--- src/rtl/evt_irq_pkg.sv ---
package evt_irq_pkg;
  localparam int DW      = 8;
  localparam int NSRC    = 3;
  localparam int SRC_LSB = 4;
  localparam int BIT_SUM = 7;

  // Source index inside the event vector; status bit is SRC_LSB + index
  localparam int IDX_UPD = 0;
  localparam int IDX_ALM = 1;
  localparam int IDX_PER = 2;

  typedef logic [NSRC-1:0] srcvec_t;
  typedef logic [DW-1:0]   byte_t;

  typedef enum logic [0:0] {
    RD_IDLE = 1'b0,
    RD_HOLD = 1'b1
  } rd_state_e;

  function automatic byte_t pack_status(input logic sum, input srcvec_t f);
    byte_t r;
    r = '0;
    r[BIT_SUM] = sum;
    r[SRC_LSB +: NSRC] = f;
    return r;
  endfunction

  function automatic byte_t pack_enable(input srcvec_t e);
    byte_t r;
    r = '0;
    r[SRC_LSB +: NSRC] = e;
    return r;
  endfunction
endpackage

--- src/rtl/evt_irq_rstsync.sv ---
module evt_irq_rstsync #(
  parameter int STAGES = 2
) (
  input  logic clk_i,
  input  logic arst_ni,
  output logic srst_no
);
  logic [STAGES-1:0] sync_q;
  logic [STAGES-1:0] sync_d;

  always_comb begin
    sync_d = {sync_q[STAGES-2:0], 1'b1};
  end

  always_ff @(posedge clk_i or negedge arst_ni) begin
    if (!arst_ni) sync_q <= '0;
    else          sync_q <= sync_d;
  end

  assign srst_no = sync_q[STAGES-1];
endmodule

--- src/rtl/evt_irq_capture.sv ---
module evt_irq_capture
  import evt_irq_pkg::*;
(
  input  logic    clk_i,
  input  logic    rst_ni,
  input  srcvec_t evt_i,
  input  logic    freeze_i,
  input  logic    done_i,
  output srcvec_t flags_o,
  output srcvec_t pend_o
);
  for (genvar k = 0; k < NSRC; k++) begin : g_src
    logic flag_q, flag_d, flag_en;
    logic pend_q, pend_d, pend_en;

    always_comb begin
      flag_d  = flag_q;
      flag_en = 1'b0;
      pend_d  = pend_q;
      pend_en = 1'b0;
      if (done_i) begin
        flag_d  = pend_q | evt_i[k];
        flag_en = 1'b1;
        pend_d  = 1'b0;
        pend_en = 1'b1;
      end else if (freeze_i) begin
        pend_d  = pend_q | evt_i[k];
        pend_en = evt_i[k];
      end else begin
        flag_d  = 1'b1;
        flag_en = evt_i[k];
      end
    end

    always_ff @(posedge clk_i or negedge rst_ni) begin
      if (!rst_ni)      flag_q <= 1'b0;
      else if (flag_en) flag_q <= flag_d;
    end

    always_ff @(posedge clk_i or negedge rst_ni) begin
      if (!rst_ni)      pend_q <= 1'b0;
      else if (pend_en) pend_q <= pend_d;
    end

    assign flags_o[k] = flag_q;
    assign pend_o[k]  = pend_q;
  end
endmodule

--- src/rtl/evt_irq_rdport.sv ---
module evt_irq_rdport
  import evt_irq_pkg::*;
(
  input  logic    clk_i,
  input  logic    rst_ni,
  input  logic    access_i,
  input  srcvec_t flags_i,
  input  logic    irq_act_i,
  output logic    freeze_o,
  output logic    done_o,
  output logic    hold_o,
  output byte_t   snap_o
);
  rd_state_e state_q, state_d;
  byte_t     snap_q, snap_d;
  logic      snap_en;

  always_comb begin
    state_d = state_q;
    snap_d  = snap_q;
    snap_en = 1'b0;
    done_o  = 1'b0;
    unique case (state_q)
      RD_IDLE: begin
        if (access_i) begin
          state_d = RD_HOLD;
          snap_d  = pack_status(irq_act_i, flags_i);
          snap_en = 1'b1;
        end
      end
      RD_HOLD: begin
        if (!access_i) begin
          state_d = RD_IDLE;
          done_o  = 1'b1;
        end
      end
      default: state_d = RD_IDLE;
    endcase
  end

  always_ff @(posedge clk_i or negedge rst_ni) begin
    if (!rst_ni) state_q <= RD_IDLE;
    else         state_q <= state_d;
  end

  always_ff @(posedge clk_i or negedge rst_ni) begin
    if (!rst_ni)      snap_q <= '0;
    else if (snap_en) snap_q <= snap_d;
  end

  assign freeze_o = access_i;
  assign hold_o   = (state_q == RD_HOLD);
  assign snap_o   = snap_q;
endmodule

--- src/rtl/evt_irq_hub.sv ---
module evt_irq_hub
  import evt_irq_pkg::*;
#(
  parameter int RST_STAGES = 2
) (
  input  logic          clk_i,
  input  logic          rst_ni,
  input  logic          cs_i,
  input  logic          rd_i,
  input  logic          wr_i,
  input  logic          addr_i,
  input  logic [DW-1:0] wdata_i,
  output logic [DW-1:0] rdata_o,
  input  logic          ev_alarm_i,
  input  logic          ev_periodic_i,
  input  logic          ev_update_i,
  output logic          irq_no
);
  localparam logic ADDR_EN   = 1'b0;
  localparam logic ADDR_STAT = 1'b1;

  logic    srst_n;
  srcvec_t evt_v, flags, pend, en_q, en_d;
  logic    en_we, stat_access, en_read;
  logic    freeze, rd_done, hold, irq_act;
  byte_t   snap;
  logic    unused_wdata_bits;

  assign unused_wdata_bits = ^{wdata_i[DW-1:SRC_LSB+NSRC], wdata_i[SRC_LSB-1:0]};

  evt_irq_rstsync #(.STAGES(RST_STAGES)) u_rst (
    .clk_i   (clk_i),
    .arst_ni (rst_ni),
    .srst_no (srst_n)
  );

  always_comb begin
    evt_v          = '0;
    evt_v[IDX_UPD] = ev_update_i;
    evt_v[IDX_ALM] = ev_alarm_i;
    evt_v[IDX_PER] = ev_periodic_i;
  end

  assign stat_access = cs_i & rd_i & (addr_i == ADDR_STAT);
  assign en_read     = cs_i & rd_i & (addr_i == ADDR_EN);

  // Enable register
  always_comb begin
    en_we = cs_i & wr_i & (addr_i == ADDR_EN);
    en_d  = wdata_i[SRC_LSB +: NSRC];
  end

  always_ff @(posedge clk_i or negedge srst_n) begin
    if (!srst_n)    en_q <= '0;
    else if (en_we) en_q <= en_d;
  end

  evt_irq_capture u_cap (
    .clk_i    (clk_i),
    .rst_ni   (srst_n),
    .evt_i    (evt_v),
    .freeze_i (freeze),
    .done_i   (rd_done),
    .flags_o  (flags),
    .pend_o   (pend)
  );

  assign irq_act = |(flags & en_q);
  assign irq_no  = ~irq_act;

  evt_irq_rdport u_rd (
    .clk_i     (clk_i),
    .rst_ni    (srst_n),
    .access_i  (stat_access),
    .flags_i   (flags),
    .irq_act_i (irq_act),
    .freeze_o  (freeze),
    .done_o    (rd_done),
    .hold_o    (hold),
    .snap_o    (snap)
  );

  always_comb begin
    if (hold)         rdata_o = snap;
    else if (en_read) rdata_o = pack_enable(en_q);
    else              rdata_o = '0;
  end
endmodule

--- config.mk ---
export PLATFORM = sky130hd
export DESIGN_NAME = evt_irq_hub
export DESIGN_NICKNAME = d
export VERILOG_FILES = /design/src/rtl/evt_irq_pkg.sv /design/src/rtl/evt_irq_rstsync.sv /design/src/rtl/evt_irq_capture.sv /design/src/rtl/evt_irq_rdport.sv /design/src/rtl/evt_irq_hub.sv
export SDC_FILE = /design/constraint.sdc
export NUM_CORES = 1
export LEC_CHECK = 0
export BUFFER_PORTS_ARGS = -buffer_cell sky130_fd_sc_hd__buf_2
export CORE_MARGIN = 2
export CORE_UTILIZATION = 40
export CTS_CLUSTER_DIAMETER = 120
export DETAILED_ROUTE_END_ITERATION = 10
export PLACE_DENSITY = 0.73
export SLEW_MARGIN = 20
export SYNTH_ARGS = -nofsm -noshare
export SYNTH_HDL_FRONTEND = slang
export SYNTH_HIERARCHICAL = 1
export SYNTH_SLANG_ARGS = --single-unit
--- constraint.sdc ---
create_clock -name clk_i -period 2.03 [get_ports clk_i]
set_input_delay 0.406 -clock clk_i [delete_from_list [all_inputs] [get_ports clk_i]]
set_output_delay 0.406 -clock clk_i [all_outputs]
set_load 0.1 [all_outputs]
==> results of run 1 <==
## metal layers
metal | track usage | routed length (um)
met5 | 0 | 0
met4 | 0.08571 | 13
met3 | 0.02147 | 59
met2 | 0.1781 | 579
met1 | 0.1587 | 596
## where the power goes
group / internal (uW) / total [uW] / switching [uW]
registers: 360 / 392 / 32.3
logic: 95.3 / 238 / 142
clock network: 109 / 208 / 99.1
total: 565 / 838 / 274
## critical path, stage by stage (launching register included)
cell and delay [ns]:
dfrtp_1 0.40, a222oi_1 0.59, buf_12 0.25
## stage by stage
stage               utilization  worst slack, ns
finish                   0.5039          0.09122
CTS                      0.5039          0.06513
floorplan                     -           -1.447
global placement         0.4800           0.3867
global route             0.5039          0.02919
detailed placement       0.4800           0.3902
## layout by cell type (no fill, tap or decap), drive strengths merged
cell	n
dfrtp	16
nor2b	1
mux2	7
a22oi	3
and3	1
and2b	1
nand3b	2
nand2	3
a222oi	1
or2b	1
buf	16
and2	5
clkbuf	4
inv	1
dlygate4sd3	1
conb	5
o21ai	3
nand2b	5
a21oi	3
nor2	9
## state kept, by name (all words and copies together), names as in the netlist
name / flops
en_q: 3
u_rst/sync_q: 2
u_cap/g_src.pend_q: 3
u_cap/g_src.flag_q: 3
u_rd/snap_o: 4
u_rd/hold_o: 1
## layout make-up
type | instances | area [sq um]
clock buffers | 4 | 36.28
fillers | 190 | 963.4
inverters | 1 | 3.754
multi-input cells | 50 | 354.1
flip-flops and latches | 16 | 400.4
well taps | 27 | 33.78
repair buffers | 17 | 150.1
## path summary, 6_finish.rpt
kind / start / cells after the start / slack [ns] / endpoint
worst min-delay path: u_rst/sync_q[1]$_DFF_PN0_ / 0 / 0.23 / u_rd/snap_o[7]$_DFFE_PN0P_
worst min register to register: u_rst/sync_q[1]$_DFF_PN0_ / 0 / 0.23 / u_rd/snap_o[7]$_DFFE_PN0P_
max in group asynchronous: u_rst/sync_q[1]$_DFF_PN0_ / 0 / 1.45 / u_cap/g_src[2].pend_q$_DFFE_PN0P_
min in group clk_i: wdata_i[6] / 2 / 0.35 / en_q[2]$_DFFE_PN0P_
worst max register to register: u_cap/g_src[0].flag_q$_DFFE_PN0P_ / 3 / 0.57 / u_rd/snap_o[7]$_DFFE_PN0P_
worst max-delay path: u_cap/g_src[0].flag_q$_DFFE_PN0P_ / 2 / 0.09 / irq_no
==> impl_metrics.ini, run 1 <==
[sta]
fmax_mhz = 515.8
maxSlewViolCount = 0
slew-limit-headroom = 0.3621
finalSetupViolCount = 0
hold_violations = 0
rsz0062_at_grt = false
worst_slew_pin_slew_ns = 0.9635
finalSetupTns_ns = 0
holdWs_ns = 0.2276
fin_crit_ns = 1.939
period_share = 0.9551
clock_skew_ns = 0.001207

[power_and_ir_drop]
p_leak_uw = 0.0004528
p_per_area_nw_per_um2 = 856.8
finalPower_uw = 838.3
vdd_ir_drop_max_v = 0.0004798

[finish]
drive_gt1_frac = 0.3750
fin_area_sq_um = 978.4
nNetsFinal = 106
fin_cells = 115
diodes = 0
syn2layout_area_growth_pct = 20.49

[grt]
grt_pass1_wl_mm = 2.208
antenna_found_initial = 0
grt_overflow = 0
first_global_vias = 503
grt_max_degree = 15
track_usage = 0.1204

[detailed_routing]
wl_mm = 1.249
ant_nets = 0
drt_iter0_drc = 5
drc_errors = 0
viasPerCell = 4.548
num_vias = 523
wire_per_inst_um = 10.86
drt_first_pass_iters = 4

[logic_synthesis]
netlist_area_sq_um = 812.0
syn-instance-count = 74
syn_area_per_cell_sq_um = 10.97
yosysWarnings = 6

[clock_network]
postCtsSetupBuffers = 0
clk_pin_slew_ns = 0.09
cts-htree-levels = 1
cts_resized = 0
clk_path_buf_depth = 2
clock-root-buffer = clkbuf_4
cts_sinks = 16
clock_latency_ns = 0.28
hold_buffers = 1
cts_buffers = 3
cts_tree = built

[floorplan]
die_area_sq_um = 2406
core_sq_um = 1942
die-width_um = 49.06
core.rowCount = 16
num_io_pins = 26
start_util = 0.4182
die_y_um = 49.06

[setup_path]
start_kind = flop
crit_fanout = 3
critPathArrivalTime_ns = 1.53
end_kind = primary output
critical_path_class = reg -> out
worstPathRequired_ns = 1.62

[status]
status = finished, final reports clean

[flow_run]
drv_cap = 0

[placed_design]
placed_area_sq_um = 932.1
dp_hpwl_um = 979.9
finalWeightedCongestion = 0.7110
dp_cells = 110
port_buffers = 16

[min_path]
min_path_type = reg -> async
No activity file was read; power rests on OpenSTA's default activity.
==> run 2: changes to the inputs <==
- CORE_UTILIZATION: 40 -> 44
- PLACE_DENSITY: 0.73 -> 0.81
- SLEW_MARGIN: 20 -> not set
- clock period: 2.03 -> 1.7 ns (I/O delays scaled with it)
==> impl_metrics.ini, run 2 (same netlist as run 1, synthesis figures left out) <==
[setup_path]
start_kind = flop
critical_path_class = reg -> out
critical-path-max-stage-delay_ns = 0.41
crit_buf_inv = 2
crit_fanout = 3
end_kind = primary output
critPathArrivalTime_ns = 1.42
worstPathRequired_ns = 1.36
cp_cell_sequence = a222oi_1, buf_4, buf_12
crit_family = flip-flops
cpMaxStageDelayCell = dfrtp_1

[clock_network]
cts_tree = built
clock_latency_ns = 0.27
clock-root-buffer = clkbuf_4
cts_sinks = 16
clk_path_buf_depth = 2
cts-htree-levels = 1
cts_buffers = 3
clk_pin_slew_ns = 0.08

[floorplan]
num_io_pins = 26
core.rowCount = 15
core_sq_um = 1727
die_area_sq_um = 2205
die-width_um = 46.96
start_util = 0.4703
die_y_um = 46.96

[sta]
slew-limit-headroom = 0.3570
worst_slew_pin_slew_ns = 0.9712
period_share = 1.035
holdWs_ns = 0.2190
fin_ws_ns = -0.06033
rsz0062_at_grt = true
fmax_mhz = 568.1
maxSlewViolCount = 0
clock_skew_ns = 0.006035
finalSetupTns_ns = -0.06033
hold_violations = 0
finalSetupViolCount = 1
fin_crit_ns = 1.760

[min_path]
min_path_type = reg -> async

[finish]
multiInputGateArea_sq_um = 376.6
nNetsFinal = 111
layout_common_cells = dfrtp_1, buf_2, nor2_1
drive_gt1_frac = 0.4130
diodes = 0
syn2layout_area_growth_pct = 27.89
largest_reg_flops = 4
final-seq-area_sq_um = 401.6
mostFrequentLayoutCell = dfrtp_1
fin_area_sq_um = 1039
final_util = 0.6014
nFillCells = 155

[detailed_routing]
viasPerCell = 4.803
num_vias = 562
wl_mm = 1.397
drt_first_pass_iters = 4
wire_per_inst_um = 11.94
ant_nets = 0
drc_errors = 0
drt_iter0_drc = 12

[placed_design]
dp_hpwl_mm = 1.121
port_buffers = 16
placed_area_sq_um = 982.2
finalWeightedCongestion = 0.7581

[grt]
first_global_vias = 543
grt_overflow = 0
grt_max_degree = 15
track_usage = 0.1573
antenna_found_initial = 0
grt_pass1_wl_mm = 2.359

[status]
status = complete, but fails checks
violations = setup timing

[power_and_ir_drop]
finalPower_uw = 973.4
vdd_ir_drop_max_v = 0.0004559
p_per_area_nw_per_um2 = 937.3
p_leak_uw = 0.0004750

[flow_run]
drv_cap = 0
==> run 2: through the flow <==
stage / setup slack, ns / std cells
after detailed placement: 0.1124 / 110
after CTS: -0.06695 / 116
after floorplan: -1.777 / 77
after global placement: 0.1304 / 110
after global routing: -0.1164 / 117
final: -0.06033 / 117
==> run 2: path summary, 6_finish.rpt <==
path | from | endpoint | slack, ns | cells past startpoint
max | u_cap/g_src[0].flag_q$_DFFE_PN0P_ | irq_no | -0.06 | 3
min | u_rst/sync_q[1]$_DFF_PN0_ | u_cap/g_src[2].flag_q$_DFFE_PN0P_ | 0.22 | 0
max reg2reg | u_cap/g_src[0].flag_q$_DFFE_PN0P_ | u_rd/snap_o[7]$_DFFE_PN0P_ | 0.32 | 4
min reg2reg | u_rst/sync_q[1]$_DFF_PN0_ | u_cap/g_src[2].flag_q$_DFFE_PN0P_ | 0.22 | 0
max in group asynchronous | u_rst/sync_q[1]$_DFF_PN0_ | u_rd/hold_o$_DFF_PN0_ | 1.09 | 0
min in group clk_i | wdata_i[6] | en_q[2]$_DFFE_PN0P_ | 0.29 | 2
==> run 2: repair_timing <==
item	CTS	global route
gates resized for setup	1	0
pin swaps	1	1
hold endpoints to repair	2	0
setup endpoints to repair	2	2
setup buffers	2	1
hold buffers	1	0
==> run 2: final cells by class <==
type | instances | area share
sequential | 16 | 0.3867
multi-input combinational | 50 | 0.3626
timing repair buffer | 22 | 0.1952
tap | 25 | 0.03012
clock buffer | 3 | 0.02169
inverter | 1 | 0.003614
==> run 2: where the power goes <==
part / internal (uW) / switching, uW
Clock: 82.0 / 101
Sequential: 430 / 37.3
Combinational: 138 / 185
==> run 2: routing by layer <==
metal  track usage  share of wire
met1        0.1818           0.39
met2        0.2795           0.56
met3       0.03462          0.047
met4       0.06667              0
met5             0              0
==> run 3: changes to the inputs <==
- ABC_AREA: not set -> 1
==> impl_metrics.ini, run 3 <==
[flow_run]
drv_cap = 0

[setup_path]
cpMaxStageDelayCell = dfrtp_2
crit_top_cell = nand2_1
cp_cell_sequence = nor2_1, nand2_1, nand2_1, buf_12
start_kind = flop
worstPathRequired_ns = 1.36
critical_path_class = reg -> out
r2r_end = u_cap/g_src[1].pend_q$_DFFE_PN0P_
crit_fanout = 12
critPathArrivalTime_ns = 1.25
r2r-start = u_rd/hold_o$_DFF_PN0_
end_kind = primary output
critical-path-max-stage-delay_ns = 0.49
r2r_slack_ns = 0.33
r2r_cells = 5

[finish]
largest_reg_flops = 4
diodes = 0
syn2layout_area_growth_pct = 21.12
layout_common_cells = nand2_1, inv_1, dfrtp_1, nor2_1, buf_2
nNetsFinal = 149
mostFrequentLayoutCell = nand2_1
drive_gt1_frac = 0.1908

[grt]
grt_max_degree = 15
track_usage = 0.1543
grt_pass1_wl_mm = 2.359
grt_overflow = 0
antenna_found_initial = 0
first_global_vias = 606

[sta]
period_share = 0.9382
rsz0062_at_grt = false
finalSetupViolCount = 0
worst_slew_pin_slew_ns = 0.5424
maxSlewViolCount = 0
slew-limit-headroom = 0.6384
fmax_mhz = 627.0
fin_crit_ns = 1.595
finalSetupTns_ns = 0
holdWs_ns = 0.2263
hold_violations = 0
clock_skew_ns = 0.0007812

[floorplan]
die_y_um = 47.42
core_sq_um = 1745
die_area_sq_um = 2249
num_io_pins = 26
start_util = 0.4753
die-width_um = 47.42
core.rowCount = 15

[clock_network]
clock-root-buffer = clkbuf_4
clk_path_buf_depth = 2
cts_tree = built
clock_latency_ns = 0.28
clk_pin_slew_ns = 0.09
cts_sinks = 16
postCtsSetupBuffers = 0
cts_buffers = 3
cts-htree-levels = 1

[detailed_routing]
num_vias = 668
met3WireLength_um = 38
wl_mm = 1.377
viasPerCell = 4.282
drt_iter0_drc = 6
drc_errors = 0
ant_nets = 0
drt_first_pass_iters = 4
wl_met1_um = 659
top_layer_used = met4
wl_met2_um = 670
wire_per_inst_um = 8.827

[logic_synthesis]
syn-instance-count = 115
netlist_area_sq_um = 829.5
yosysWarnings = 6
syn_area_per_cell_sq_um = 7.213

[placed_design]
dp_hpwl_mm = 1.116
finalWeightedCongestion = 0.7035
port_buffers = 16

[power_and_ir_drop]
vdd_ir_drop_max_v = 0.0006843
p_per_area_nw_per_um2 = 956.5
p_leak_uw = 0.0005795

[status]
status = finished, final reports clean

[min_path]
min_path_type = reg -> async
[run 3: how the worst max path moves through the flow]
stage / depth (start not counted) / slack [ns] / start / end
global route: 4 / 0.04 / u_rd/hold_o$_DFF_PN0_ / rdata_o[6]
floorplan: 4 / 0.04 / u_rd/hold_o$_DFF_PN0_ / rdata_o[5]
finish: 4 / 0.11 / u_rd/hold_o$_DFF_PN0_ / rdata_o[4]
global placement: 5 / 0.25 / u_rd/hold_o$_DFF_PN0_ / u_cap/g_src[2].pend_q$_DFFE_PN0P_
CTS: 4 / 0.04 / u_rd/hold_o$_DFF_PN0_ / rdata_o[4]
detailed placement: 5 / 0.21 / u_rd/hold_o$_DFF_PN0_ / u_cap/g_src[2].pend_q$_DFFE_PN0P_
[run 3: what timing repair did]
action                     4_1_cts  5_1_grt
setup endpoints to repair        1        3
hold endpoints to repair         2        0
gates cloned                     0        0
resized for setup                1        1
hold buffers                     1        0
[run 3: metal layers]
layer	vias up	global-route usage
met5	-	0
met2	11	0.2541
li1	362	-
met3	2	0.02264
met1	293	0.1880
met4	0	0.1000
[run 3: layout make-up]
type                       count  area, sq um
fill                         172        740.7
clock buffer                   4        36.28
multi-input combinational     77        315.3
timing repair buffer          18        160.2
tap                           25        31.28
sequential                    16        401.6
inverter                      16        60.06
[run 3: metrics by stage]
stage | area, sq um | std cells | utilization | total power (uW) | setup WS (ns)
final | 1005 | 156 | 0.5756 | 961.0 | 0.1051
after CTS | 1003 | 156 | 0.5749 | 974.2 | 0.04198
after detailed placement | 954.7 | 151 | 0.5470 | 720.9 | 0.2092
after global routing | 1005 | 156 | 0.5756 | 1021 | 0.03751
after floorplan | 840.8 | 118 | - | 657.2 | 0.03584
after global placement | 954.7 | 151 | 0.5470 | 711.3 | 0.2533
[run 3: critical path, delay by kind of cell, from the launching register on]
kind | cells | cell delay, ns
buf+inv | 1 | 0.18
flops | 1 | 0.49
simple gates | 3 | 0.30
[run 3: report_power, final]
group          total (uW)  switching (uW)  internal (uW)
registers             460            35.3            424
logic                 256             179           77.0
clock network         245             115            130
total                 961             329            632
